File: config.mk
export PLATFORM = sky130hd
export DESIGN_NAME = twiShiftSlave
export DESIGN_NICKNAME = d
export VERILOG_FILES = /design/src/rtl/twiShiftPkg.sv /design/src/rtl/twiCtrl.sv /design/src/rtl/twiData.sv /design/src/rtl/twiShiftSlave.sv
export SDC_FILE = /design/constraint.sdc
export NUM_CORES = 1
export LEC_CHECK = 0
export BUFFER_PORTS_ARGS = -buffer_cell sky130_fd_sc_hd__buf_2
export CAP_MARGIN = 20
export CORE_MARGIN = 1
export CORE_UTILIZATION = 45
export CTS_BUF_LIST = sky130_fd_sc_hd__clkbuf_4
export CTS_CLUSTER_SIZE = 30
export DETAILED_ROUTE_END_ITERATION = 8
export PLACE_DENSITY = 0.86
export REMOVE_ABC_BUFFERS = 1
export SYNTH_ARGS = -nofsm -noshare
export SYNTH_HDL_FRONTEND = slang
export SYNTH_SLANG_ARGS = --single-unit
File: constraint.sdc
create_clock -name clk -period 3.3 [get_ports clk]
set_input_delay 0.165 -clock clk [delete_from_list [all_inputs] [get_ports clk]]
set_output_delay 0.165 -clock clk [all_outputs]
set_load 0.01 [all_outputs]
File: src/rtl/twiShiftPkg.sv
package twiShiftPkg;
  typedef struct packed {
    logic shiftEn;   // rising SCL: sample SDA
    logic countEn;   // any SCL edge: step counter
    logic latchEn;   // SCL low: output bit may follow MSB
    logic sdaBit;    // synchronized SDA level
  } twiStrobe_t;
endpackage

File: src/rtl/twiCtrl.sv
module twiCtrl
  import twiShiftPkg::*;
#(
  parameter int SYNC_STAGES = 2
) (
  input  logic       clk,
  input  logic       rstN,
  input  logic       sclIn,
  input  logic       sdaIn,
  input  logic       clrStart,
  input  logic       clrStop,
  input  logic       clrOvf,
  input  logic       ovfPulse,
  output twiStrobe_t strb,
  output logic       startFlag,
  output logic       stopFlag,
  output logic       ovfFlag,
  output logic       sclPullLow
);
  logic [SYNC_STAGES-1:0] sclSync, sdaSync;
  logic sclS, sdaS, sclP, sdaP;
  logic startDet, stopDet, sclRise, sclFall;
  logic startHold, ovfHold;

  always_ff @(posedge clk or negedge rstN) begin
    if (!rstN) begin
      sclSync <= '1;
      sdaSync <= '1;
      sclP    <= 1'b1;
      sdaP    <= 1'b1;
    end else begin
      sclSync <= {sclSync[SYNC_STAGES-2:0], sclIn};
      sdaSync <= {sdaSync[SYNC_STAGES-2:0], sdaIn};
      sclP    <= sclS;
      sdaP    <= sdaS;
    end
  end

  assign sclS     = sclSync[SYNC_STAGES-1];
  assign sdaS     = sdaSync[SYNC_STAGES-1];
  assign startDet = sclS && sclP && sdaP && !sdaS;
  assign stopDet  = sclS && sclP && !sdaP && sdaS;
  assign sclRise  = sclS && !sclP;
  assign sclFall  = !sclS && sclP;

  always_comb begin
    strb.shiftEn = sclRise;
    strb.countEn = sclRise || sclFall;
    strb.latchEn = !sclS;
    strb.sdaBit  = sdaS;
  end

  always_ff @(posedge clk or negedge rstN) begin
    if (!rstN) begin
      startFlag <= 1'b0;
      stopFlag  <= 1'b0;
      ovfFlag   <= 1'b0;
      startHold <= 1'b0;
      ovfHold   <= 1'b0;
    end else begin
      if (startDet)      startFlag <= 1'b1;
      else if (clrStart) startFlag <= 1'b0;
      if (stopDet)       stopFlag <= 1'b1;
      else if (clrStop)  stopFlag <= 1'b0;
      if (ovfPulse)      ovfFlag <= 1'b1;
      else if (clrOvf)   ovfFlag <= 1'b0;

      if (stopDet || clrStart || !startFlag) startHold <= 1'b0;
      else if (sclFall)                      startHold <= 1'b1;

      if (ovfPulse)                ovfHold <= 1'b1;
      else if (clrOvf || stopDet)  ovfHold <= 1'b0;
    end
  end

  assign sclPullLow = startHold || ovfHold;

  a_r2_start_sets_flag: assert property (@(posedge clk) disable iff (!rstN)
    startDet |=> startFlag);
  a_r3_hold_needs_start: assert property (@(posedge clk) disable iff (!rstN)
    startHold |-> startFlag);
  a_r6_ovf_holds_scl: assert property (@(posedge clk) disable iff (!rstN)
    ovfPulse |=> (ovfFlag && sclPullLow));
  a_r9_stop_releases: assert property (@(posedge clk) disable iff (!rstN)
    stopDet |=> (stopFlag && !sclPullLow));
  a_r10_no_start_scl_low: assert property (@(posedge clk) disable iff (!rstN)
    (!sclS && !startFlag) |=> !startFlag);
endmodule

File: src/rtl/twiData.sv
module twiData
  import twiShiftPkg::*;
#(
  parameter int DATA_W = 8,
  parameter int CNT_W  = 4
) (
  input  logic              clk,
  input  logic              rstN,
  input  twiStrobe_t        strb,
  input  logic              wrData,
  input  logic [DATA_W-1:0] wrDataVal,
  input  logic              wrCount,
  input  logic [CNT_W-1:0]  wrCountVal,
  input  logic              sdaOutEn,
  output logic [DATA_W-1:0] shiftReg,
  output logic [CNT_W-1:0]  count,
  output logic              ovfPulse,
  output logic              sdaPullLow
);
  localparam logic [CNT_W-1:0] CNT_TOP = '1;
  logic outLatch;

  assign ovfPulse = strb.countEn && !wrCount && (count == CNT_TOP);

  always_ff @(posedge clk or negedge rstN) begin
    if (!rstN) begin
      shiftReg <= '0;
      count    <= '0;
      outLatch <= 1'b1;
    end else begin
      if (wrData)            shiftReg <= wrDataVal;
      else if (strb.shiftEn) shiftReg <= {shiftReg[DATA_W-2:0], strb.sdaBit};
      if (wrCount)           count <= wrCountVal;
      else if (strb.countEn) count <= count + 1'b1;
      if (strb.latchEn)      outLatch <= shiftReg[DATA_W-1];
    end
  end

  assign sdaPullLow = sdaOutEn && !outLatch;

  a_r5_count_step: assert property (@(posedge clk) disable iff (!rstN)
    (strb.countEn && !wrCount) |=> count == $past(count) + 1'b1);
  a_r4_shift_in: assert property (@(posedge clk) disable iff (!rstN)
    (strb.shiftEn && !wrData) |=> shiftReg[0] == $past(strb.sdaBit));
  a_r8_latch_steady_scl_high: assert property (@(posedge clk) disable iff (!rstN)
    !strb.latchEn |=> $stable(outLatch));
endmodule

File: src/rtl/twiShiftSlave.sv
module twiShiftSlave
  import twiShiftPkg::*;
#(
  parameter int DATA_W      = 8,
  parameter int CNT_W       = 4,
  parameter int SYNC_STAGES = 2
) (
  input  logic              clk,
  input  logic              rstN,
  input  logic              sclIn,
  input  logic              sdaIn,
  output logic              sclPullLow,
  output logic              sdaPullLow,
  input  logic              wrData,
  input  logic [DATA_W-1:0] wrDataVal,
  output logic [DATA_W-1:0] rdData,
  input  logic              wrCount,
  input  logic [CNT_W-1:0]  wrCountVal,
  output logic [CNT_W-1:0]  countVal,
  input  logic              sdaOutEn,
  input  logic              clrStart,
  input  logic              clrStop,
  input  logic              clrOvf,
  input  logic              startIrqEn,
  input  logic              ovfIrqEn,
  output logic              startFlag,
  output logic              stopFlag,
  output logic              ovfFlag,
  output logic              irqStart,
  output logic              irqOvf
);
  twiStrobe_t strb;
  logic ovfPulse;

  twiCtrl #(.SYNC_STAGES(SYNC_STAGES)) uCtrl (
    .clk(clk), .rstN(rstN), .sclIn(sclIn), .sdaIn(sdaIn),
    .clrStart(clrStart), .clrStop(clrStop), .clrOvf(clrOvf),
    .ovfPulse(ovfPulse), .strb(strb), .startFlag(startFlag),
    .stopFlag(stopFlag), .ovfFlag(ovfFlag), .sclPullLow(sclPullLow)
  );

  twiData #(.DATA_W(DATA_W), .CNT_W(CNT_W)) uData (
    .clk(clk), .rstN(rstN), .strb(strb), .wrData(wrData),
    .wrDataVal(wrDataVal), .wrCount(wrCount), .wrCountVal(wrCountVal),
    .sdaOutEn(sdaOutEn), .shiftReg(rdData), .count(countVal),
    .ovfPulse(ovfPulse), .sdaPullLow(sdaPullLow)
  );

  assign irqStart = startFlag && startIrqEn;
  assign irqOvf   = ovfFlag && ovfIrqEn;
endmodule

; ---- Word level (Yosys, flattened, before mapping)
; Cells that the tools add are included.
[totals]
regBits = 24
inputBits = 24
out_inout_bits = 19
wordCells = 59
[op_classes]
muxes = 14
reduce_logical = 31
add_sub_neg = 1
eq_ne = 1
[ops]
columns = cell, count
row1 = two-way mux 8 bit, 2
row2 = nonzero test 2 bit, 7
row3 = logical AND 1 bit, 12
row4 = two-way mux 1 bit, 10
row5 = two-way mux 4 bit, 2
row6 = logical NOT 1 bit, 7
row7 = logical OR 1 bit, 5
row8 = "adder 4 x 1 -> 4 bit, second input constant", 1
row9 = "== test 4 bit, second input constant", 1

; ---- Logic depth before layout (Yosys ltp)
[logic_depth]
ltp_word = 6
mapped_depth = 5
depth_no_buf = 5

; ---- Hierarchy
; Synthesis repeated with hierarchy kept, for this count alone.
[hier_totals]
cells_unflattened = 91
area_unflattened_um2 = 1068.5
[modules_own_cells]
columns = mod, area_per_inst_um2, cells_per_inst, seq_area_each_um2, instances
row1 = twiData, 621.8, 58, 326.6, 1
row2 = twiCtrl, 434.2, 31, 282.8, 1
row3 = twiShiftSlave, 12.5, 2, 0.0, 1

; ---- Worst setup path after synthesis
; No wires, ideal clock.
[synth_timing]
path_type = register to register
startpoint = register uCtrl.sclP
endpoint = register uData.count[3]
arrival_time_ns = 1.344
setup_slack_ns = 1.880
path_buffers = 0
t_required_ns = 3.224
setup_ns = 0.076
stages_incl_launch_ff = 6
synth_period_minus_slack_ns = 1.420
path_cell_list = dfstp_2 inv_1 ha_1 nand4b_1 xor2_1 o21ai_1
[synth_via]
elab_chain_cells = 4
word_cells_on_any_way = 5
classes_between = reduce/logical (5)
[synth_lines]
columns = item, line_no
row1 = "start, declared", twiCtrl.sv:21  ; logic sclS, sdaS, sclP, sdaP;
row2 = "start signal, assigned", twiCtrl.sv:34  ; sclP <= sclS;
row3 = logical NOT 1 bit, twiCtrl.sv:43  ; assign sclRise = sclS && !sclP;
row4 = logical AND 1 bit, twiCtrl.sv:43
row5 = logical OR 1 bit (*), twiCtrl.sv:48  ; strb.countEn = sclRise || sclFall;
row6 = nonzero test 2 bit (no source line) (*), -
row7 = "end signal, assigned", twiData.sv:33  ; if (wrCount) count <= wrCountVal;
row8 = "end signal, assigned", twiData.sv:34  ; else if (strb.countEn) count <= count + 1'b1;
row9 = "end, declared", twiData.sv:16  ; output logic [CNT_W-1:0] count,
; Every way passes the cells marked *; elsewhere a longest branch is shown, timed or not.
; A chain may end at the register's enable or synchronous reset.

; ---- Final worst setup path
[layout_timing]
startpoint = register uCtrl.sclSync[1]
endpoint = register uData.shiftReg[1]
[layout_via]
elab_chain_cells = 2
[layout_lines]
columns = item, line_no
row1 = "start, declared", twiCtrl.sv:20  ; logic [SYNC_STAGES-1:0] sclSync, sdaSync;
row2 = "start signal, assigned", twiCtrl.sv:32  ; sclSync <= {sclSync[SYNC_STAGES-2:0], sclIn};
row3 = logical AND 1 bit, twiCtrl.sv:43
row4 = nonzero test 2 bit (no source line), -
row5 = "end signal, assigned", twiData.sv:31  ; if (wrData) shiftReg <= wrDataVal;
row6 = "end signal, assigned", twiData.sv:32  ; else if (strb.shiftEn) shiftReg <= {shiftReg[DATA_W-2:0], strb.sdaBit};
row7 = "end, declared", twiData.sv:15  ; output logic [DATA_W-1:0] shiftReg,
; Every way passes these cells.

==> results.py <==
metrics = {
    "status": {
        "run_status": "finished clean",
    },
    "detailed_routing": {
        "drt_first_pass_iters": 4,
        "route.vias.total": 793,
        "detail_route.wl_per_cell_um": 12.20,
        "final_routed_wirelength_across_all_metal_layers_um": 2001,
        "ant_nets": 0,
        "detail_route.drc_violations": 0,
        "post_drt_via_cell_ratio": 4.835,
        "drt_iter0_drc": 17,
    },
    "logic_synthesis": {
        "ys_dominant_reg_cell": "sky130_fd_sc_hd__dfrtp_1",
        "synthDistinctLibCells": 23,
        "synth_area_leader_cell": "sky130_fd_sc_hd__dfrtp_1",
        "postSynthAreaPerCell_um2": 11.37,
        "asyncSetResetFlopFracSynth": 1.000,
        "synth-warning-count": 0,
        "synth.most_common_cell": "sky130_fd_sc_hd__dfrtp_1",
        "post-synth-top-area-fraction": 0.4111,
        "synth.yosys.seq_area_share": 0.5889,
        "netlist_area_mm2": 0.001035,
        "ys_top_cells_by_count": "17 x sky130_fd_sc_hd__dfrtp_1, 15 x sky130_fd_sc_hd__nand2_1, 14 x sky130_fd_sc_hd__o21ai_0",
        "ys_top_cells_by_area": "sky130_fd_sc_hd__dfrtp_1 41%, sky130_fd_sc_hd__dfstp_2 18%, sky130_fd_sc_hd__mux2i_1 8.7%",
        "synth_enable_flop_cells": 0,
        "syn-instance-count": 91,
        "ys_ff_latch": 24,
    },
    "worst_hold_path": {
        "worstHoldPathCells": 2,
        "holdCritStartpoint": "clrStop",
        "hold_path_end": "uCtrl.stopFlag",
        "path_class_of_the_lowest_slack_min_delay_path": "input pin to flop",
    },
    "sta": {
        "grt_setup_unrepaired": "no",
        "period_utilisation_layout": 0.4677,
        "number_of_endpoints_failing_setup_at_the_final_stage": 0,
        "worst_slack_ns": 1.756,
        "worstMarginPinSlew_ns": 0.5135,
        "hold_viol_final": 0,
        "timing.final.max_slew_violations": 0,
        "maxClockFrequency_ghz": 0.6479,
        "slew_headroom": 0.6577,
        "fin_setup_tns_ns": 0,
        "timing.final.crit_period_ns": 1.544,
        "clock-skew-final_ns": 0.001442,
    },
    "critical_path": {
        "critical_path_class": "flop to flop",
        "critical_path.startpoint_type": "flop",
        "ff2ff_setup_slack_ns": 1.76,
        "timing.critical_path.arrival_ns": 1.73,
        "reg_to_reg_endpoint": "uData.shiftReg[1]",
        "rr_startpoint": "uCtrl.sclSync[1]",
        "critPathCaptureType": "flop",
        "worst-r2r-cell-count": 3,
        "cp_data_required_time_ns": 3.49,
        "critPathMaxFanout": 8,
    },
    "floorplanning": {
        "placementRows": 16,
        "dieArea_mm2": 0.002495,
        "ports_placed_on_the_boundary": 43,
        "placeableCoreArea_mm2": 0.002062,
        "initial_utilization": 0.5018,
        "floorplan.die.height_um": 49.95,
        "chipWidth_um": 49.95,
    },
    "pwr": {
        "powerDensity_mw_per_mm2": 489.7,
        "sw_frac_of_total": 0.2427,
        "peakVddDrop_v": 0.0002917,
        "part_of_the_power_in_registers": 0.525,
        "power_frac_comb": 0.159,
        "p_leak_nw": 0.6783,
        "intPower_mw": 0.4983,
        "p_sw_mw": 0.1597,
        "clkPwrFrac": 0.316,
        "total_power_mw": 0.6580,
    },
    "clock_network": {
        "cts.sink_count": 24,
        "post_cts.repair.setup_buffers": 0,
        "cts_tree": "yes",
        "clock_insertion_delay_worst_skew_ns": 0.31,
        "post_cts.resized_instances": 0,
        "clk_root_buffer_cell": "sky130_fd_sc_hd__clkbuf_4",
        "clk_transition_reported_paths_ns": 0.13,
        "cts-buffers-inserted": 3,
        "htreeDepth": 1,
        "cts_hold_buffers": 3,
        "cts_buffer_depth": 2,
    },
    "place": {
        "gpl.final_weighted_congestion": 0.7927,
        "dp_hpwl_um": 1465,
        "numPortBuffers": 42,
        "placement.setup.worst_slack_ns": 1.774,
        "placed_cells": 157,
    },
    "job": {
        "max-cap-violations": 0,
    },
    "finish": {
        "post_route_cells_drive_above_1_share": 0.4088,
        "final_cells": 164,
        "antennaDiodeCount": 0,
        "fill_cells": 174,
        "nets": 166,
        "area_growth_pct": 29.87,
    },
    "grt": {
        "wire_length_of_the_first_global_routing_pass_um": 3429,
        "grt_overflow_total": 0,
        "grt_use_total": 0.1903,
        "grt_antenna_before_repair": 0,
        "first_global_vias": 775,
        "grt_start_max_net_pins": 25,
    },
}
[per-layer routing]
metal,GRT usage,wire (um),up-vias,share of wire
met5,0,0,-,0
met4,0.1000,38,0,0.019
met3,0.03395,73,5,0.036
met2,0.3266,1045,24,0.52
met1,0.2242,844,370,0.42
li1,-,-,394,-
[stage by stage]
| step | hold slack [ns] | area, um2 | util |
|---|---|---|---|
| final | 0.03522 | 1344 | 0.6517 |
| after global routing | 0.03239 | 1344 | 0.6517 |
| after CTS | 0.03400 | 1344 | 0.6517 |
| after detailed placement | 0.1654 | 1261 | 0.6117 |
| after global placement | 0.1584 | 1261 | 0.6117 |
| after floorplan | -0.1306 | 1017 | - |
[layout by cell type, fill, tap and decap left out, drive strengths merged]
master,count
xor2,2
nand2,15
clkbuf,3
dfrtp,17
o22ai,1
mux2i,9
xnor2,1
inv,4
nand2b,2
and2,2
and4bb,1
nor2b,2
bufinv,1
mux2,1
dlygate4sd3,3
buf,42
nor3,1
o21ai,15
dfstp,7
nor2,2
ha,4
or2,1
nand4b,1
[worst max path at each step]
stage	start	end	slack [ns]	cells after the start
2_1_floorplan	uCtrl.sclP	uData.count[3]	1.88	5
3_3_place_gp	uCtrl.sclP	uCtrl.ovfFlag	1.85	5
3_5_place_dp	uCtrl.sclP	uData.count[3]	1.77	5
4_1_cts	uCtrl.sclP	uData.count[3]	1.75	5
5_1_grt	uCtrl.sclSync[1]	uData.shiftReg[1]	1.62	3
6_report	uCtrl.sclSync[1]	uData.shiftReg[1]	1.76	3
[sequential cells by signal (all words and copies together), names as in the netlist]
| signal | count |
|---|---|
| uData.count | 4 |
| uData.outLatch | 1 |
| uData.shiftReg | 8 |
| uCtrl.sclP | 1 |
| uCtrl.ovfFlag | 1 |
| uCtrl.stopFlag | 1 |
| uCtrl.startHold | 1 |
| uCtrl.ovfHold | 1 |
| uCtrl.sclSync | 2 |
| uCtrl.startFlag | 1 |
| uCtrl.sdaP | 1 |
| uCtrl.sdaSync | 2 |
[power groups by stage]
stage          Sequential (mW)  Combinational (mW)  Clock [mW]
2_1_floorplan            0.355              0.0426           0
3_3_place_gp             0.348              0.0984           0
3_5_place_dp             0.350               0.103           0
4_1_cts                  0.345               0.107       0.211
5_1_grt                  0.350               0.119       0.222
6_report                 0.345               0.105       0.208
[worst max-delay path, cell delays in order (launching register included)]
cell	delay, ns
sky130_fd_sc_hd__dfstp_2	0.60
sky130_fd_sc_hd__ha_1	0.45
sky130_fd_sc_hd__mux2i_1	0.25
sky130_fd_sc_hd__o21ai_0	0.12
[layout make-up]
cell class              instances  area (um2)  area share
multi-input cells              60       392.9      0.2924
flip-flops and latches         24       609.3      0.4534
inverters                       4       15.01     0.01117
clock buffers                   3       22.52     0.01676
clock inverters                 1       30.03     0.02235
well taps                      27       33.78     0.02514
repair buffers                 45       240.2      0.1788
[kinds of logic after synthesis]
group | synth area share
fa+ha+maj | 0.04837
compound gates | 0.07860
xor+xnor | 0.02540
simple gates | 0.1294
buf+inv | 0.03143
flops | 0.5889
mux | 0.09795
(Power assumes the default switching activity.)
